[config.mk]
export PLATFORM = sky130hd
export DESIGN_NAME = pwr_mode_ctrl
export DESIGN_NICKNAME = d
export VERILOG_FILES = /design/src/rtl/pwr_mode_pkg.sv /design/src/rtl/pm_field_decode.sv /design/src/rtl/pm_out_resolve.sv /design/src/rtl/pm_core_seq.sv /design/src/rtl/pwr_mode_ctrl.sv
export SDC_FILE = /design/constraint.sdc
export NUM_CORES = 1
export LEC_CHECK = 0
export BUFFER_PORTS_ARGS = -buffer_cell sky130_fd_sc_hd__buf_2
export CORE_MARGIN = 4
export CORE_UTILIZATION = 52
export DETAILED_ROUTE_END_ITERATION = 8
export PLACE_DENSITY = 0.82
export SETUP_SLACK_MARGIN = 0.1
export SYNTH_ARGS = -nofsm -noshare
export SYNTH_HDL_FRONTEND = slang
export SYNTH_SLANG_ARGS = --single-unit
export TNS_END_PERCENT = 1
[constraint.sdc]
create_clock -name clk -period 3.2 [get_ports clk]
set_clock_uncertainty 0.15 [all_clocks]
set_input_delay 0.64 -clock clk [delete_from_list [all_inputs] [get_ports clk]]
set_output_delay 0.64 -clock clk [all_outputs]
set_load 0.02 [all_outputs]
[src/rtl/pwr_mode_pkg.sv]
package pwr_mode_pkg;

  typedef enum logic [1:0] {
    PM_RUN     = 2'b00,
    PM_REFSTBY = 2'b01,
    PM_OFF     = 2'b10
  } pmode_t;

  typedef enum logic [1:0] {
    OM_DRIVE = 2'b00,
    OM_HOLD  = 2'b01,
    OM_LOW   = 2'b10
  } omode_t;

  // Upper bit set means shutdown regardless of the lower bit
  function automatic pmode_t decode_field(input logic [1:0] fld);
    if (fld[1])      return PM_OFF;
    else if (fld[0]) return PM_REFSTBY;
    else             return PM_RUN;
  endfunction

endpackage

[src/rtl/pm_field_decode.sv]
module pm_field_decode
  import pwr_mode_pkg::*;
(
  input  logic       clk,
  input  logic       rst,
  input  logic       stby_wr,
  input  logic [1:0] stby_field,
  output pmode_t     mode_q,
  output logic       leave_off
);

  pmode_t mode_nxt;

  always_comb begin
    mode_nxt  = decode_field(stby_field);
    leave_off = stby_wr && (mode_q == PM_OFF) && (mode_nxt != PM_OFF);
  end

  always_ff @(posedge clk) begin
    if (rst)          mode_q <= PM_RUN;
    else if (stby_wr) mode_q <= mode_nxt;
  end

endmodule

[src/rtl/pm_out_resolve.sv]
module pm_out_resolve
  import pwr_mode_pkg::*;
#(
  parameter int DATA_W = 8
) (
  input  logic              clk,
  input  logic              rst,
  input  pmode_t            mode_q,
  input  logic              out_force,
  input  logic              refbuf_pd,
  input  logic [DATA_W-1:0] data_in,
  output logic              core_en,
  output logic              ref_en,
  output logic              refbuf_en,
  output omode_t            out_mode,
  output logic [DATA_W-1:0] data_out
);

  omode_t            om_nxt;
  logic              core_nxt;
  logic              ref_nxt;
  logic [DATA_W-1:0] dat_nxt;

  // Priority: shutdown > override bit > reference standby
  always_comb begin
    core_nxt = (mode_q == PM_RUN);
    ref_nxt  = (mode_q != PM_OFF);
    if (mode_q == PM_OFF)                      om_nxt = OM_LOW;
    else if (mode_q == PM_RUN || out_force)    om_nxt = OM_DRIVE;
    else                                       om_nxt = OM_HOLD;
    unique case (om_nxt)
      OM_LOW:   dat_nxt = '0;
      OM_HOLD:  dat_nxt = data_out;
      default:  dat_nxt = data_in;
    endcase
  end

  always_ff @(posedge clk) begin
    if (rst) begin
      core_en   <= 1'b0;
      ref_en    <= 1'b0;
      refbuf_en <= 1'b0;
      out_mode  <= OM_LOW;
      data_out  <= '0;
    end else begin
      core_en   <= core_nxt;
      ref_en    <= ref_nxt;
      refbuf_en <= ref_nxt && !refbuf_pd;
      out_mode  <= om_nxt;
      data_out  <= dat_nxt;
    end
  end

endmodule

[src/rtl/pm_core_seq.sv]
module pm_core_seq
  import pwr_mode_pkg::*;
#(
  parameter int WAIT_TICKS = 100
) (
  input  logic   clk,
  input  logic   rst,
  input  pmode_t mode_q,
  input  logic   leave_off,
  input  logic   core_rst_wr,
  input  logic   core_rst_bit,
  input  logic   clk_disturb,
  input  logic   us_tick,
  output logic   core_valid,
  output logic   seq_err
);

  localparam int CNT_W = $clog2(WAIT_TICKS + 1);
  localparam logic [CNT_W-1:0] LIMIT = CNT_W'(WAIT_TICKS);

  logic [CNT_W-1:0] tick_cnt;
  logic             wait_req;
  logic             armed;
  logic             wait_ok;

  assign wait_ok = !wait_req || (tick_cnt >= LIMIT);

  always_ff @(posedge clk) begin
    if (rst) begin
      tick_cnt   <= '0;
      wait_req   <= 1'b0;
      armed      <= 1'b0;
      core_valid <= 1'b0;
      seq_err    <= 1'b0;
    end else begin
      // Wait timer, restarted by the write that leaves shutdown
      if (leave_off) begin
        tick_cnt <= '0;
        wait_req <= 1'b1;
      end else if (us_tick && tick_cnt < LIMIT) begin
        tick_cnt <= tick_cnt + 1'b1;
      end
      // Reset-sequence tracking
      if (mode_q == PM_OFF || clk_disturb) begin
        core_valid <= 1'b0;
        armed      <= 1'b0;
      end else if (core_rst_wr) begin
        if (!core_rst_bit) begin
          core_valid <= 1'b0;
          armed      <= 1'b1;
        end else if (armed) begin
          armed <= 1'b0;
          if (wait_ok) begin
            core_valid <= 1'b1;
            wait_req   <= 1'b0;
          end else begin
            seq_err <= 1'b1;
          end
        end
      end
    end
  end

endmodule

[src/rtl/pwr_mode_ctrl.sv]
module pwr_mode_ctrl
  import pwr_mode_pkg::*;
#(
  parameter int DATA_W     = 8,
  parameter int WAIT_TICKS = 100
) (
  input  logic              clk,
  input  logic              rst,
  input  logic              stby_wr,
  input  logic [1:0]        stby_field,
  input  logic              out_force,
  input  logic              refbuf_pd,
  input  logic              core_rst_wr,
  input  logic              core_rst_bit,
  input  logic              clk_disturb,
  input  logic              us_tick,
  input  logic [DATA_W-1:0] data_in,
  output logic              core_en,
  output logic              ref_en,
  output logic              refbuf_en,
  output logic [1:0]        out_mode,
  output logic [DATA_W-1:0] data_out,
  output logic              core_valid,
  output logic              seq_err
);

  pmode_t mode_q;
  logic   leave_off;
  omode_t om;

  pm_field_decode u_dec (
    .clk        (clk),
    .rst        (rst),
    .stby_wr    (stby_wr),
    .stby_field (stby_field),
    .mode_q     (mode_q),
    .leave_off  (leave_off)
  );

  pm_out_resolve #(.DATA_W(DATA_W)) u_out (
    .clk       (clk),
    .rst       (rst),
    .mode_q    (mode_q),
    .out_force (out_force),
    .refbuf_pd (refbuf_pd),
    .data_in   (data_in),
    .core_en   (core_en),
    .ref_en    (ref_en),
    .refbuf_en (refbuf_en),
    .out_mode  (om),
    .data_out  (data_out)
  );

  assign out_mode = om;

  pm_core_seq #(.WAIT_TICKS(WAIT_TICKS)) u_seq (
    .clk          (clk),
    .rst          (rst),
    .mode_q       (mode_q),
    .leave_off    (leave_off),
    .core_rst_wr  (core_rst_wr),
    .core_rst_bit (core_rst_bit),
    .clk_disturb  (clk_disturb),
    .us_tick      (us_tick),
    .core_valid   (core_valid),
    .seq_err      (seq_err)
  );

endmodule

# After elaboration in Yosys (flattened, before gate mapping)

Index checks and enable logic that the tools add are counted.

Add/sub/neg operators: 1
Order comparisons: 2
Equality and inequality tests: 7
Muxes and demuxes: 15
Bitwise operators: 2
Reduce and logical (&&, ||, !) cells: 14

Operators by type and width:

| kind                  | number |
|---|---|
| $pmux W8 S2           | 1 |
| $mux W1               | 12 |
| $add A7 B1 Y7 const B | 1 |
| $ge A7 B7 Y1 const B  | 1 |
| $lt A7 B7 Y1 const B  | 1 |
| $reduce_and A5 Y1     | 1 |
| $eq A2 B2 Y1 const B  | 2 |
| $logic_and A1 B1 Y1   | 4 |
| $mux W2               | 2 |
| $ne A2 B1 Y1 const B  | 2 |
| $ne A2 B2 Y1 const B  | 2 |
| $reduce_or A2 Y1      | 2 |
| $logic_or A1 B1 Y1    | 3 |
| $reduce_and A3 Y1     | 1 |
| $eq A2 B1 Y1 const B  | 1 |
| $logic_not A1 Y1      | 2 |
| $logic_not A2 Y1      | 1 |
| $not A1 Y1            | 2 |

Bits in registers: 26
Input port bits: 19
Output and inout bits: 15
Word-level logic and storage cells: 52

# Depth between registers and ports, before layout

Gate-level depths: netlist of the first run.

Word-level depth: 10
Gate-level depth with buffers: 5
Mapped depth without buffers: 4

# Cells and area by module

Synthesis of the first run repeated with hierarchy kept, for this count alone.

Cell total of the unflattened synthesis: 119
Area, all modules: 1136.1 sq um

Modules (own cells, without submodules):

| module          | instances | cells an instance | area each (sq um) | sequential area each (sq um) |
|---|---|---|---|---|
| pm_core_seq     | 1         | 63                | 551.8             | 220.2 |
| pm_out_resolve  | 1         | 48                | 499.2             | 260.2 |
| pm_field_decode | 1         | 8                 | 85.1              | 40.0 |

# Worst setup path before layout of the first run

OpenSTA, ideal clock, no wires.

Kind: input port to flip-flop
Start point: in stby_field[1]
End point: reg u_seq.tick_cnt[6]
Arrival: 1.355 ns
Required time: 2.992 ns
Slack: 1.636 ns
Stages: 4
Path buffers: 1
Cell sequence: and4bb_1 > or2_1 > buf_6 > o21ba_1

Word-level cells in the longest chain between the ends: 4

Ends and longest elaborated chain:

| element                           | RTL line              | text |
|---|---|---|
| start, declared                   | pwr_mode_ctrl.sv:10   | `input logic [1:0] stby_field,` |
| $mux W2                           | pwr_mode_pkg.sv:17    | `if (fld[1]) return PM_OFF;` |
| $ne A2 B2 Y1                      | pm_field_decode.sv:16 | `leave_off = stby_wr && (mode_q == PM_OFF) && (mode_nxt != PM_OFF);` |
| $logic_and A1 B1 Y1               | pm_field_decode.sv:16 |  |
| $reduce_or A2 Y1 (no source line) | --                    |  |
| end signal, assigned              | pm_core_seq.sv:41     | `tick_cnt <= tick_cnt + 1'b1;` |
| end, declared                     | pm_core_seq.sv:21     | `logic [CNT_W-1:0] tick_cnt;` |

Every way passes these cells.
A chain may end at the register's enable or synchronous reset.

# Final worst setup path of the first run

Start point: reg u_out.data_out[0]
End point: out data_out[0]

RTL lines:

| element                | RTL line             | text |
|---|---|---|
| start, declared        | pm_out_resolve.sv:16 | `output logic [DATA_W-1:0] data_out` |
| start signal, assigned | pm_out_resolve.sv:50 | `data_out <= dat_nxt;` |
| end, declared          | pwr_mode_ctrl.sv:22  | `output logic [DATA_W-1:0] data_out,` |

No word-level cell between the ends.

==> results of run 1 <==
-- cells in the mapped netlist --
library cell	number	area (µm²)
o311ai_2	1	16.3
or3_1	3	18.8
o21bai_1	1	7.51
buf_6	1	11.3
or2_1	1	6.26
nand3b_1	1	7.51
o211a_1	1	10.0
nor2b_1	1	6.26
and4b_1	1	10.0
nor2_1	6	22.5
buf_1	1	3.75
inv_1	5	18.8
o21ba_1	1	10.0
dfxtp_1	26	521
o31ai_1	1	7.51
o21ba_2	1	10.0
ha_1	2	25.0
a31oi_1	1	6.26
a311oi_1	1	8.76
o21ai_0	4	20.0
a21oi_1	16	80.1
nand2_1	19	71.3
mux2i_1	1	10.0
and4bb_1	1	12.5
a41o_1	1	10.0
a2111oi_2	1	15.0
nand3_1	2	10.0
o311a_1	1	10.0
buf_2	1	5.00
nand4_1	2	12.5
and2b_1	1	7.51
and2_1	1	6.26
nor3_1	3	15.0
o211ai_1	1	7.51
nand2b_1	2	12.5
-- state kept, by name, indices dropped and copies added, names as in the netlist --
register,count
u_seq.tick_cnt,7
u_seq.core_valid,1
u_seq.wait_req,1
u_out.core_en,1
u_seq.armed,1
u_dec.mode_q,2
u_out.ref_en,1
u_seq.seq_err,1
u_out.refbuf_en,1
u_out.data_out,8
u_out.out_mode,2
-- metrics by stage --
step                hold slack, ns  worst slack, ns
floorplan                    0.319             1.64
CTS                          0.297             1.54
finish                       0.301             1.55
detailed placement           0.295             1.40
global route                 0.281             1.49
global placement             0.285             1.47
-- layout by cell type, fill, tap and decap left out, drive strengths merged, types with 2 or more instances in the layout --
cell type and n:
nor2 6, nand2b 2, or3 3, o21ba 2, clkbuf 3, nand2 19, nand4 2, buf 33
nand3 2, ha 2, nor3 3, dfxtp 26, a21oi 16, o21ai 4, inv 5
-- worst max path at each step --
stage	endpoint	cells after the start	startpoint	slack [ns]
2_1_floorplan	u_seq.tick_cnt[6]$_SDFFE_PP0P_	4	stby_field[1]	1.64
3_3_place_gp	u_seq.armed$_SDFFE_PP0P_	4	rst	1.47
4_1_cts	core_valid	1	u_seq.core_valid$_SDFFE_PP0P_	1.54
6_report	data_out[0]	1	u_out.data_out[0]$_SDFFE_PP0P_	1.55
5_1_grt	data_out[3]	1	u_out.data_out[3]$_SDFFE_PP0P_	1.49
3_5_place_dp	u_seq.armed$_SDFFE_PP0P_	4	rst	1.40
-- routing by layer --
| layer | wire (µm) | part of all wire (%) | vias up |
|---|---|---|---|
| met5 | 0 | 0 | - |
| met4 | 19 | 0.84 | 0 |
| met3 | 113 | 5.0 | 4 |
| met2 | 1170 | 51 | 25 |
| met1 | 976 | 43 | 421 |
| li1 | - | - | 467 |
-- cell type report --
| cell class | count | area [µm²] | area share, % |
|---|---|---|---|
| multi-input cells | 79 | 473 | 37.5 |
| repair buffers | 33 | 165 | 13.1 |
| flip-flops and latches | 26 | 520 | 41.3 |
| clock inverters | 1 | 30.0 | 2.38 |
| clock buffers | 3 | 22.5 | 1.79 |
| well taps | 25 | 31.3 | 2.48 |
| inverters | 5 | 18.8 | 1.49 |
-- power groups by stage --
stage	clock network [mW]	registers, mW	logic (mW)
6_report	0.222	0.347	0.0720
5_1_grt	0.241	0.349	0.0801
4_1_cts	0.228	0.347	0.0724
3_5_place_dp	0	0.355	0.0717
3_3_place_gp	0	0.354	0.0697
2_1_floorplan	0	0.368	0.0288
-- logic make-up after synthesis --
group / after synthesis / synth area share [%]
buffers and inverters: 8 / 3.76
AOI/OAI and AO/OA: 32 / 21.2
adders and majority gates: 2 / 2.42
muxes: 1 / 0.970
and+or+nand+nor: 44 / 21.2
DFF: 26 / 50.4
==> impl_results.md, run 1 <==
- Status: complete, no violations
- Post-CTS Setup Bufs: 0
- Global-route wire length before repair: 3.85 mm
- M1 GR Usage: 23.0%
- Psw: 0.148 mW
- Buffers and inverters on the worst path: 1
- Hold path cells: 2
- Post-route antenna net violation count: 0
- Design Area, Final: 1260 µm²
- Initial core utilization: 57.3%
- Rows: 15
- Synthesis Warnings: 0
- Internal Power: 0.494 mW
- Final period util: 51.4%
- Hold EP: u_out.refbuf_en$_SDFF_PP0_
- TritonCTS clock tree: yes
- Nets: 169
- Clock share of power: 34.6%
- Crit path max fanout: 2
- Post-Syn Area: 1030 µm²
- Finished Layout Cells: 172
- M2 GR Usage: 31.6%
- Worst-case clock buffer depth: 2
- Crit path largest cell delay: 0.36 ns
- WP data arrival: 0.86 ns
- Cell count after synthesis: 113
- Tmin final: 1.65 ns
- Filler cells: 154
- VDD IR-drop max: 0.414 mV
- Syn Nets: 134
- Post-CTS resize count: 0
- Root buffer cell: clkbuf_4
- CP required: 2.41 ns
- DRC: 0
- RSZ-0062 raised after global routing: false
- Die width: 52.6 µm
- Worst-path clk slew: 0.14 ns
- # hold bufs at CTS: 0
- Synth Register Bits: 26
- Actual slew at the worst max-slew pin: 0.646 ns
- Core Util, Final: 70.0%
- Register area share after synthesis: 50.4%
- Die height: 52.6 µm
- Area grow syn2layout: 22.2%
- Post-Syn Area per Cell: 9.13 µm²
- I/O pin cnt: 34
- Core area: 1800 µm²
- Routability Congestion: 0.850
- Avg WL per Cell: 13.2 µm
- GRT Residual Overflow: 0
- I/O Buffers: 33
- Largest net degree at the start of global routing: 16
- Die ar.: 2760 µm²
- Seq pwr share: 54.1%
- DP Area: 1210 µm²
- Slew headroom: 56.9%
- Worst-Skew Late Latency: 0.33 ns
- Worst Setup Start Kind: register
- Max Cap Violations: 0
- Switching Fraction: 23.1%
- TritonCTS Sinks: 26
- Netlist cell types: 35
- Share of cells above drive strength 1: 27.2%
- Initial antenna violation count: 0
- Hold WC Path Type: in2reg
- Top delay family on crit path: flip-flops
- Cells on worst reg2reg path: 4
- Setup TNS: 0 ns
- Leakage power of the design: 0.597 nW
- Inserted Diodes: 0
- Fin. max-slew vios: 0
- CP Capture Type: primary output
- Final setup fails: 0
- Vias in the first global route: 912
- R2R setup slack: 1.69 ns
- DR pass1 iterations: 4
- CTS Buf Count: 3
- Total wire length: 2.28 mm
- DP Cell Count: 168
- HPWL after detailed placement: 1.71 mm
- Vias per std cell: 5.33
- HP Start: refbuf_pd
- CP Class: reg2out
- Max H-tree Level: 1
- Comb pwr share: 11.2%
- GR Util All Layers: 18.8%
- Slowest library cell on the worst path: dfxtp_1
- RR Startpoint: u_dec.mode_q[0]$_SDFFE_PP0P_
- Fin. Hold Viols: 0
- R2r endpoint: u_seq.armed$_SDFFE_PP0P_
- Routed vias: 917
- M3 GR Usage: 5.41%
- Worst path cell trace: buf_2
- Total power: 0.642 mW
- Fmax: 608 MHz
- PwrDens: 509 nW/µm²
- GRT Max-Usage Layer: met2
- Starting DRT DRC Count: 18
Note: power is estimated with default switching activity, not from simulation.
==> inputs of run 2 (changes only) <==
- CORE_UTILIZATION: 52 -> 43
- PLACE_DENSITY: 0.82 -> 0.72
- clock period: 3.2 -> 1.4 ns (I/O delays scaled with it)
==> impl_results.md, run 2 (synthesis results as in run 1) <==
- Leakage power of the design: 0.645 nW
- Post-route antenna net violation count: 0
- Die ar.: 3250 µm²
- Biggest register: u_out.data_out
- Status: complete, no violations
- Max reg flops: 8
- TritonCTS Sinks: 26
- M2 GR Usage: 26.1%
- Commonest non-fill, non-tap cells in the layout: buf_2 (26), nand2_1 (19), a21oi_1 (15), dfxtp_1 (15), buf_4 (13)
- Routability Congestion: 0.779
- Worst-Skew Late Latency: 0.31 ns
- Final hold slack: 0.0350 ns
- CP required: 1.50 ns
- Fin. Hold Viols: 0
- Vias in the first global route: 933
- M3 GR Usage: 2.94%
- GRT Residual Overflow: 0
- Fin. max-slew vios: 0
- Final period util: 95.5%
- Worst-case clock buffer depth: 2
- Max Cap Violations: 0
- Largest net degree at the start of global routing: 14
- Setup ws final: 0.0628 ns
- Fmax: 748 MHz
- Leading cell type in the layout, fill and taps excluded: buf_2
- Die width: 57.0 µm
- Actual slew at the worst max-slew pin: 0.279 ns
- Final setup fails: 0
- Initial antenna violation count: 0
- Finished Layout Cells: 185
- Root buffer cell: clkbuf_4
- Inserted Diodes: 0
- HPWL after detailed placement: 1.80 mm
- Avg WL per Cell: 13.9 µm
- DR pass1 iterations: 4
- Vias per std cell: 5.35
- Post-place setup slack: -0.0230 ns
- CTS Buf Count: 3
- CP Class: reg2reg
- GRT Max-Usage Layer: met2
- DRC: 0
- VDD IR-drop max: 0.694 mV
- I/O Buffers: 33
- Tmin final: 1.34 ns
- Core area: 2250 µm²
- GR Util All Layers: 15.6%
- Crit path largest cell delay: 0.37 ns
- Max H-tree Level: 1
- Area grow syn2layout: 34.4%
- Global-route wire length before repair: 4.00 mm
- Total wire length: 2.57 mm
- WP data arrival: 1.44 ns
- Initial core utilization: 45.8%
- Share of cells above drive strength 1: 38.9%
- Top flop regs: u_out.data_out (8), u_seq.tick_cnt (7)
- I/O pin cnt: 34
- Die height: 57.0 µm
- Worst path cell trace: o311ai_4 > buf_4 > nand3_1 > a21oi_2
- Nets: 180
- DP Cell Count: 176
- RSZ-0062 raised after global routing: true
- PwrDens: 943 nW/µm²
- Hold WC Path Type: in2reg
- Routed vias: 989
- Slowest library cell on the worst path: dfxtp_2
- CP Capture Type: register
- Rows: 17
- Worst Setup Start Kind: register
- Starting DRT DRC Count: 18
- M1 GR Usage: 18.6%
- Worst-path clk slew: 0.13 ns
- TritonCTS clock tree: yes
- Crit path max fanout: 4
- Filler cells: 198
- Slew headroom: 81.3%
==> run 2: changes by cell type in the layout (fill, tap and decap cells not counted), moves of 2 or more <==
cell / previous run / this run
buf_6: 0 / 2
dfxtp_1: 26 / 15
dfxtp_2: 0 / 10
buf_2: 33 / 26
buf_4: 0 / 13
dlygate4sd3_1: 0 / 3
==> run 2: cell type report <==
type	count	area, µm²	share of cell area [%]
clock buffers	3	22.5	1.62
multi-input cells	79	494	35.6
well taps	28	35.0	2.52
inverters	5	18.8	1.35
repair buffers	44	280	20.2
flip-flops and latches	26	537	38.7
==> run 2: final timing paths <==
check                           slack (ns)                              to  cells after the start                            from
worst max-delay path                  0.06  u_seq.tick_cnt[0]$_SDFFE_PP0P_                      4  u_seq.tick_cnt[3]$_SDFFE_PP0P_
worst min-delay path                  0.03  u_out.data_out[6]$_SDFFE_PP0P_                      3                      data_in[6]
worst max register to register        0.06  u_seq.tick_cnt[0]$_SDFFE_PP0P_                      4  u_seq.tick_cnt[3]$_SDFFE_PP0P_
worst min register to register        0.32  u_out.data_out[4]$_SDFFE_PP0P_                      2  u_out.data_out[4]$_SDFFE_PP0P_
==> run 2: where the power goes <==
group | total, mW | internal (mW) | leakage, nW | switching [mW]
combinational | 0.202 | 0.0913 | 0.412 | 0.110
sequential | 0.794 | 0.775 | 0.219 | 0.0192
clock | 0.313 | 0.101 | 0.0138 | 0.212
==> run 2: per-layer routing <==
metal / part of all wire [%] / wire length (µm)
met1: 42 / 1080
met2: 51 / 1300
met3: 5.6 / 143
met4: 1.7 / 44
met5: 0 / 0
==> run 2: timing repair <==
item,CTS,global route
buffers inserted,3,0
hold endpoints to repair,2,0
pin swaps,2,1
resized for setup,10,16
hold buffers,3,0
endpoints found under the setup margin,14,29
==> run 2: stage by stage <==
| stage | setup TNS [ns] | power, mW | utilization, % | cell area [µm²] |
|---|---|---|---|---|
| 2_1_floorplan | 0 | 0.906 | - | 1030 |
| 3_3_place_gp | 0 | 0.975 | 55.4 | 1250 |
| 3_5_place_dp | -0.0230 | 0.984 | 55.4 | 1250 |
| 4_1_cts | 0 | 1.31 | 59.9 | 1350 |
| 5_1_grt | -0.0448 | 1.37 | 61.5 | 1390 |
| 6_report | 0 | 1.31 | 61.5 | 1390 |
==> run 2: worst max-delay path: cells and delay by family (launching register included) <==
kind,cells,cell delay (ns)
DFF,1,0.37
AOI/OAI and AO/OA,2,0.48
buffers and inverters,1,0.18
and+or+nand+nor,1,0.09
